==> src/rtl/ptmr_pkg.sv <==
package ptmr_pkg;

  localparam int ADDR_W = 3;

  localparam logic [ADDR_W-1:0] ADDR_LOAD    = 3'd0;
  localparam logic [ADDR_W-1:0] ADDR_MATCH   = 3'd1;
  localparam logic [ADDR_W-1:0] ADDR_PSCALE  = 3'd2;
  localparam logic [ADDR_W-1:0] ADDR_PSMATCH = 3'd3;
  localparam logic [ADDR_W-1:0] ADDR_CTRL    = 3'd4;

  // mode word bit positions
  localparam int CTRL_W         = 5;
  localparam int BIT_EN         = 0;
  localparam int BIT_PERIODIC   = 1;
  localparam int BIT_LOAD_LATE  = 2;
  localparam int BIT_MATCH_LATE = 3;
  localparam int BIT_MATCH_EN   = 4;

  // strobes from control to datapath
  typedef struct packed {
    logic wrLoad;
    logic wrPscale;
    logic wrMatch;
    logic wrPsMatch;
    logic applyLoad;
    logic applyMatch;
    logic restart;
    logic tick;
  } ptmr_strobe_t;

endpackage

==> src/rtl/ptmr_ctrl.sv <==
module ptmr_ctrl
  import ptmr_pkg::*;
(
  input  logic                clk,
  input  logic                rstN,
  input  logic                wrEn,
  input  logic [ADDR_W-1:0]   wrAddr,
  input  logic [CTRL_W-1:0]   ctrlBits,
  input  logic                stall,
  input  logic                terminal,
  output ptmr_strobe_t        strobe,
  output logic                matchEn,
  output logic                running
);

  logic modePeriodic, modeLoadLate, modeMatchLate, modeMatchEn;
  logic loadPend, matchPend;

  logic wrCtrl, startReq, restartNow, tickNow, wrapNow;
  logic applyLoadNow, applyMatchNow;
  logic wrLoadNow, wrPscaleNow, wrMatchNow, wrPsMatchNow;

  always_comb begin
    wrLoadNow    = wrEn && (wrAddr == ADDR_LOAD);
    wrPscaleNow  = wrEn && (wrAddr == ADDR_PSCALE);
    wrMatchNow   = wrEn && (wrAddr == ADDR_MATCH);
    wrPsMatchNow = wrEn && (wrAddr == ADDR_PSMATCH);
    wrCtrl       = wrEn && (wrAddr == ADDR_CTRL);

    startReq   = wrCtrl && ctrlBits[BIT_EN] && !running;
    restartNow = startReq || (running && loadPend && !modeLoadLate);
    tickNow    = running && !stall && !restartNow;
    wrapNow    = tickNow && terminal;

    applyLoadNow  = loadPend  && (!running || !modeLoadLate  || wrapNow);
    applyMatchNow = matchPend && (!running || !modeMatchLate || wrapNow);
  end

  always_comb begin
    strobe.wrLoad     = wrLoadNow;
    strobe.wrPscale   = wrPscaleNow;
    strobe.wrMatch    = wrMatchNow;
    strobe.wrPsMatch  = wrPsMatchNow;
    strobe.applyLoad  = applyLoadNow;
    strobe.applyMatch = applyMatchNow;
    strobe.restart    = restartNow;
    strobe.tick       = tickNow;
  end

  assign matchEn = modeMatchEn;

  always_ff @(posedge clk) begin
    if (!rstN) begin
      running       <= 1'b0;
      modePeriodic  <= 1'b0;
      modeLoadLate  <= 1'b0;
      modeMatchLate <= 1'b0;
      modeMatchEn   <= 1'b0;
      loadPend      <= 1'b0;
      matchPend     <= 1'b0;
    end else begin
      if (wrCtrl) begin
        running       <= ctrlBits[BIT_EN];
        modePeriodic  <= ctrlBits[BIT_PERIODIC];
        modeLoadLate  <= ctrlBits[BIT_LOAD_LATE];
        modeMatchLate <= ctrlBits[BIT_MATCH_LATE];
        modeMatchEn   <= ctrlBits[BIT_MATCH_EN];
      end else if (wrapNow && !modePeriodic) begin
        running <= 1'b0;
      end
      loadPend  <= (loadPend  && !applyLoadNow)  || wrLoadNow  || wrPscaleNow;
      matchPend <= (matchPend && !applyMatchNow) || wrMatchNow || wrPsMatchNow;
    end
  end

endmodule

==> src/rtl/ptmr_datapath.sv <==
module ptmr_datapath
  import ptmr_pkg::*;
#(
  parameter int CNT_W = 16,
  parameter int PS_W  = 8
) (
  input  logic               clk,
  input  logic               rstN,
  input  ptmr_strobe_t       strobe,
  input  logic [CNT_W-1:0]   wrData,
  input  logic               countUp,
  input  logic               matchEn,
  output logic [CNT_W-1:0]   count,
  output logic [PS_W-1:0]    prescaleSnap,
  output logic               terminal,
  output logic               timeoutPulse,
  output logic               matchPulse
);

  localparam int VAL_W = CNT_W + PS_W;

  logic [CNT_W-1:0] stLoad, actLoad, stMatch, actMatch;
  logic [PS_W-1:0]  stPs, actPs, stMps, actMps;
  logic [CNT_W-1:0] effLoad, effMatch, nextCnt;
  logic [PS_W-1:0]  effPs, effMps, nextPs;
  logic [VAL_W-1:0] curVal, limitUp, stepUp;
  logic             matchHit;

  always_comb begin
    effLoad  = strobe.applyLoad  ? stLoad  : actLoad;
    effPs    = strobe.applyLoad  ? stPs    : actPs;
    effMatch = strobe.applyMatch ? stMatch : actMatch;
    effMps   = strobe.applyMatch ? stMps   : actMps;

    curVal   = {prescaleSnap, count};
    limitUp  = {actPs, actLoad};
    stepUp   = curVal + VAL_W'(1);
    terminal = countUp ? (curVal == limitUp) : (curVal == '0);

    nextCnt = count;
    nextPs  = prescaleSnap;
    if (strobe.restart) begin
      if (countUp) begin
        nextCnt = '0;
        nextPs  = '0;
      end else begin
        nextCnt = effLoad;
        nextPs  = effPs;
      end
    end else if (strobe.tick) begin
      if (countUp) begin
        if (terminal) begin
          nextCnt = '0;
          nextPs  = '0;
        end else begin
          {nextPs, nextCnt} = stepUp;
        end
      end else if (terminal) begin
        nextCnt = effLoad;
        nextPs  = effPs;
      end else if (prescaleSnap != '0) begin
        nextPs = prescaleSnap - PS_W'(1);
      end else begin
        nextCnt = count - CNT_W'(1);
        nextPs  = effPs;
      end
    end

    matchHit = ({nextPs, nextCnt} == {effMps, effMatch});
  end

  always_ff @(posedge clk) begin
    if (!rstN) begin
      stLoad       <= '1;
      actLoad      <= '1;
      stPs         <= '0;
      actPs        <= '0;
      stMatch      <= '1;
      actMatch     <= '1;
      stMps        <= '0;
      actMps       <= '0;
      count        <= '1;
      prescaleSnap <= '0;
      timeoutPulse <= 1'b0;
      matchPulse   <= 1'b0;
    end else begin
      if (strobe.wrLoad)    stLoad  <= wrData;
      if (strobe.wrPscale)  stPs    <= wrData[PS_W-1:0];
      if (strobe.wrMatch)   stMatch <= wrData;
      if (strobe.wrPsMatch) stMps   <= wrData[PS_W-1:0];
      if (strobe.applyLoad) begin
        actLoad <= stLoad;
        actPs   <= stPs;
      end
      if (strobe.applyMatch) begin
        actMatch <= stMatch;
        actMps   <= stMps;
      end
      count        <= nextCnt;
      prescaleSnap <= nextPs;
      timeoutPulse <= strobe.tick && terminal;
      matchPulse   <= strobe.tick && matchEn && matchHit;
    end
  end

endmodule

==> src/rtl/prescaled_timer.sv <==
module prescaled_timer
  import ptmr_pkg::*;
#(
  parameter int CNT_W = 16,
  parameter int PS_W  = 8
) (
  input  logic              clk,
  input  logic              rstN,
  input  logic              wrEn,
  input  logic [ADDR_W-1:0] wrAddr,
  input  logic [CNT_W-1:0]  wrData,
  input  logic              stall,
  input  logic              countUp,
  output logic [CNT_W-1:0]  count,
  output logic [PS_W-1:0]   prescaleSnap,
  output logic              running,
  output logic              timeoutPulse,
  output logic              matchPulse
);

  ptmr_strobe_t strobe;
  logic         terminal;
  logic         matchEn;

  ptmr_ctrl u_ctrl (
    .clk      (clk),
    .rstN     (rstN),
    .wrEn     (wrEn),
    .wrAddr   (wrAddr),
    .ctrlBits (wrData[CTRL_W-1:0]),
    .stall    (stall),
    .terminal (terminal),
    .strobe   (strobe),
    .matchEn  (matchEn),
    .running  (running)
  );

  ptmr_datapath #(.CNT_W(CNT_W), .PS_W(PS_W)) u_dp (
    .clk          (clk),
    .rstN         (rstN),
    .strobe       (strobe),
    .wrData       (wrData),
    .countUp      (countUp),
    .matchEn      (matchEn),
    .count        (count),
    .prescaleSnap (prescaleSnap),
    .terminal     (terminal),
    .timeoutPulse (timeoutPulse),
    .matchPulse   (matchPulse)
  );

endmodule

==> config.mk <==
export PLATFORM = sky130hd
export DESIGN_NAME = prescaled_timer
export DESIGN_NICKNAME = d
export VERILOG_FILES = /design/src/rtl/ptmr_pkg.sv /design/src/rtl/ptmr_ctrl.sv /design/src/rtl/ptmr_datapath.sv /design/src/rtl/prescaled_timer.sv
export SDC_FILE = /design/constraint.sdc
export NUM_CORES = 1
export LEC_CHECK = 0
export CAP_MARGIN = 20
export CELL_PAD_IN_SITES_DETAIL_PLACEMENT = 1
export CELL_PAD_IN_SITES_GLOBAL_PLACEMENT = 1
export CORE_ASPECT_RATIO = 0.8
export CORE_MARGIN = 5
export CORE_UTILIZATION = 45
export CTS_CLUSTER_DIAMETER = 60
export CTS_CLUSTER_SIZE = 30
export DETAILED_ROUTE_END_ITERATION = 12
export GPL_TIMING_DRIVEN = 0
export PLACE_DENSITY_LB_ADDON = 0.1
export SETUP_SLACK_MARGIN = 0.2
export SKIP_CTS_REPAIR_TIMING = 1
export SYNTH_ARGS = -nofsm -noshare
export SYNTH_HDL_FRONTEND = slang
export SYNTH_SLANG_ARGS = --single-unit
==> constraint.sdc <==
create_clock -name clk -period 5.7 [get_ports clk]
set_input_delay 1.71 -clock clk [delete_from_list [all_inputs] [get_ports clk]]
set_output_delay 1.71 -clock clk [all_outputs]
set_load 0.02 [all_outputs]
==> run_results.csv, run 1 <==
group,metric,value,unit
yosys,synth-seq-cells,129,
die,die_width,151,um
yosys,synthCells,912,
pwr,power_frac_clock,46.1,%
sta,max_freq,186,MHz
sta,setup_viol,0,
setup_path,crit_path_end_kind,"register",
route,wl,29100,um
global_routing,grt_max_degree,17,
hold_path,hold_path_class,"register to register",
place,gp_congestion,0.983,
yosys,synth-seq-area-share,36.3,%
pwr,seq_power_share,39.7,%
sta,finalCriticalPeriod,5390,ps
sta,fin_worst_skew,12.3,ps
cells_and_area,antenna-diode-count,0,
cells_and_area,area_growth,19.2,%
clocking,clk_latency,440,ps
setup_path,slowest_delay,660,ps
sta,timing.slew.headroom,12.9,%
sta,finalMaxSlewViolations,0,
setup_path,cp_slowest_cell,"o31ai_1",
cells_and_area,fillerInstances,1920,
yosys,synth_area_leaders,"dfxtp_1 36%, nand2_1 10%, mux2i_1 6.9%",
sta,tightest_slew,1310,ps
pwr,power.total,2.37,mW
cells_and_area,post-route-cell-area,0.00848,sq mm
route,post_drt_wl_per_cell,24.1,um
setup_path,critPathKind,"input pin to register",
yosys,synth_area_leader_cell,"dfxtp_1",
pwr,ir_worst_vdd,0.220,mV
die,row_count,41,
setup_path,start_kind,"input pin",
die,io_pins,51,
global_routing,overflow,0,
global_routing,grt_antenna_before_repair,0,
place,dp_slack,-378,ps
run_status,outcome,"complete, no violations",
route,drc,0,
cells_and_area,final_nets,1010,
setup_path,path_cells,"clkdlybuf4s50_1 -> and3b_1 -> clkbuf_1 -> nand2_1 -> nor2_1 -> a21oi_1 -> o31ai_1 -> xnor2_1 -> nand4_1 -> or4_1 -> nor4_1",
pwr,p_leak,3.45,nW
setup_path,crit_arrival,5700,ps
global_routing,grt_pass1_wl,44000,um
cells_and_area,regArea,0.00258,sq mm
yosys,synth_flop_cell,"dfxtp_1",
setup_path,worstSetupStartpoint,"stall",
yosys,avgSynthCellArea,7.81,sq um
setup_path,cp_max_fo,8,
cells_and_area,drive_gt1_share,6.24,%
sta,rsz0062_at_grt,"false",
yosys,synth.net_count,942,
global_routing,grt_pass1_vias,7363,
die,core_area,0.0156,sq mm
route,met1Wirelength,13000,um
route,met3_length,2540,um
place,hpwlAfterDp,21700,um
setup_path,required,6010,ps
yosys,netlist_area,0.00712,sq mm
sta,layout_setup_ws,312,ps
clocking,htree_num_levels,4,
setup_path,r2r_start,"u_dp.prescaleSnap[5]$_SDFF_PN0_",
sta,min_period_over_period,94.5,%
yosys,synthTopCellsByCount,"190 x nand2_1, 129 x dfxtp_1, 63 x nor2_1",
yosys,yosysMostFrequentCell,"nand2_1",
clocking,clkSinkCount,129,
route,ant_nets,0,
place,dpl_cell_area,0.00788,sq mm
place,port_buffers,49,
route,route.vias.total,7408,
pwr,p_int,1.69,mW
die,die_height,123,um
route,met2_wirelength,12900,um
cells_and_area,multi_input_area,0.00425,sq mm
cells_and_area,postLayoutCoreUtil,54.2,%
route,viasPerCell,6.13,
yosys,synth-async-reset-ratio,0,%
pwr,switchingPower,0.687,mW
pwr,pwr_density_cell,280,mW/mm^2
route,drt-initial-drc-count,810,
sta,hold_viol,0,
yosys,synth_warnings,0,
hold_path,hold_start,"u_dp.stMps[7]$_SDFFE_PN0P_",
clocking,path_clk_slew,60,ps
yosys,synth_top_area_share,36.3,%
clocking,cts_buffers,17,
yosys,synth_enable_flop_cells,0,
pwr,comb_power_share,14.1,%
route,top_layer,"met4",
global_routing,grtUsageTotal,32.0,%
route,firstDrtPassIters,5,
pwr,p_sw_share,28.9,%
die,initial_core_util,45.5,%
job,drv_cap,0,
clocking,root_buffer,"clkbuf_16",
die,die_area,0.0185,sq mm
clocking,cts_tree,"built",
clocking,cts_buffer_depth,2,
yosys,ys_types,71,
## layout make-up
class	instances	share of cell area (%)
tap	215	3.17
inverter	11	0.487
multi-input combinational	707	50.0
buffer	65	3.24
sequential	129	30.4
clock inverter	13	1.61
timing repair buffer	49	5.78
clock buffer	19	5.22
## flip-flops by register name, summed over array words and instances, names as in the netlist, 8 cells and up
| register | count |
|---|---|
| u_dp.actLoad | 16 |
| u_dp.actMatch | 16 |
| u_dp.actMps | 8 |
| u_dp.actPs | 8 |
| u_dp.count | 16 |
| u_dp.prescaleSnap | 8 |
| u_dp.stLoad | 16 |
| u_dp.stMatch | 16 |
| u_dp.stMps | 8 |
| u_dp.stPs | 8 |
## critical path: cells and delay by family
family,cells,cell delay [ps]
AND/OR/NAND/NOR,6,1980
XOR/XNOR,1,230
buffers and inverters,2,990
AO/OA/AOI/OAI,2,780
## worst paths after layout
| check | end | slack, ps | depth (start not counted) |
|---|---|---|---|
| setup / recovery | u_dp.matchPulse$_SDFF_PN0_ | 310 | 11 |
| setup reg to reg | u_dp.matchPulse$_SDFF_PN0_ | 600 | 12 |
| hold reg to reg | u_dp.stMps[7]$_SDFFE_PN0P_ | 460 | 2 |
| hold / removal | u_dp.stMps[7]$_SDFFE_PN0P_ | 460 | 2 |
## per-layer routing
| layer | GRT usage [%] | vias up |
|---|---|---|
| met5 | 0 | - |
| met4 | 9.00 | 0 |
| met3 | 6.94 | 63 |
| met2 | 49.3 | 380 |
| met1 | 45.4 | 3622 |
| li1 | - | 3343 |
## per-stage QoR
stage	hold slack (ps)	TNS [ps]	instances
after global routing	486	0	1208
final	456	0	1208
after CTS	459	0	1208
after detailed placement	450	-378	1176
after floorplan	435	0	912
after global placement	447	-330	1176
## cells by family after synthesis
kind of cell	Yosys count	synth area share (%)
and+or+nand+nor	427	28.4
muxes	51	7.21
xor gates and xnor gates	62	7.63
AOI/OAI and AO/OA	161	15.1
buffers and inverters	76	4.34
DFF	129	36.3
adders and majority gates	6	1.05
## power by group through the flow
stage                     clock network (mW)  registers, mW  logic [mW]
after detailed placement                   0          0.961       0.319
after global routing                    1.14          0.945       0.355
after CTS                               1.10          0.942       0.323
after floorplan                            0          0.962       0.189
after global placement                     0          0.961       0.316
final                                   1.10          0.943       0.336
## cells in the final DEF, fill, tap and decap left out, types with 5 or more instances in the layout
| cell type | instances |
|---|---|
| a211oi_1 | 8 |
| a21o_1 | 6 |
| a21oi_1 | 51 |
| a311oi_1 | 5 |
| a31oi_1 | 7 |
| a32oi_1 | 6 |
| and2_1 | 12 |
| and3_1 | 12 |
| clkbuf_1 | 53 |
| clkbuf_16 | 17 |
| clkdlybuf4s50_1 | 49 |
| clkinv_2 | 5 |
| dfxtp_1 | 129 |
| ha_1 | 6 |
| inv_1 | 10 |
| mux2i_1 | 49 |
| nand2_1 | 190 |
| nand2b_1 | 8 |
| nand3_1 | 56 |
| nand4_1 | 16 |
| nor2_1 | 62 |
| nor3_1 | 12 |
| nor4_1 | 17 |
| o21ai_0 | 23 |
| o21ai_1 | 6 |
| or2_2 | 7 |
| or3_1 | 9 |
| xnor2_1 | 22 |
| xor2_1 | 40 |
No activity file was read; power rests on OpenSTA's default activity.
==> run 2: changes to the inputs <==
Settings changed: CTS_CLUSTER_DIAMETER 60 to 200.
==> results of run 2 <==
Final layout, timing and power as in run 1 (identical DEF).
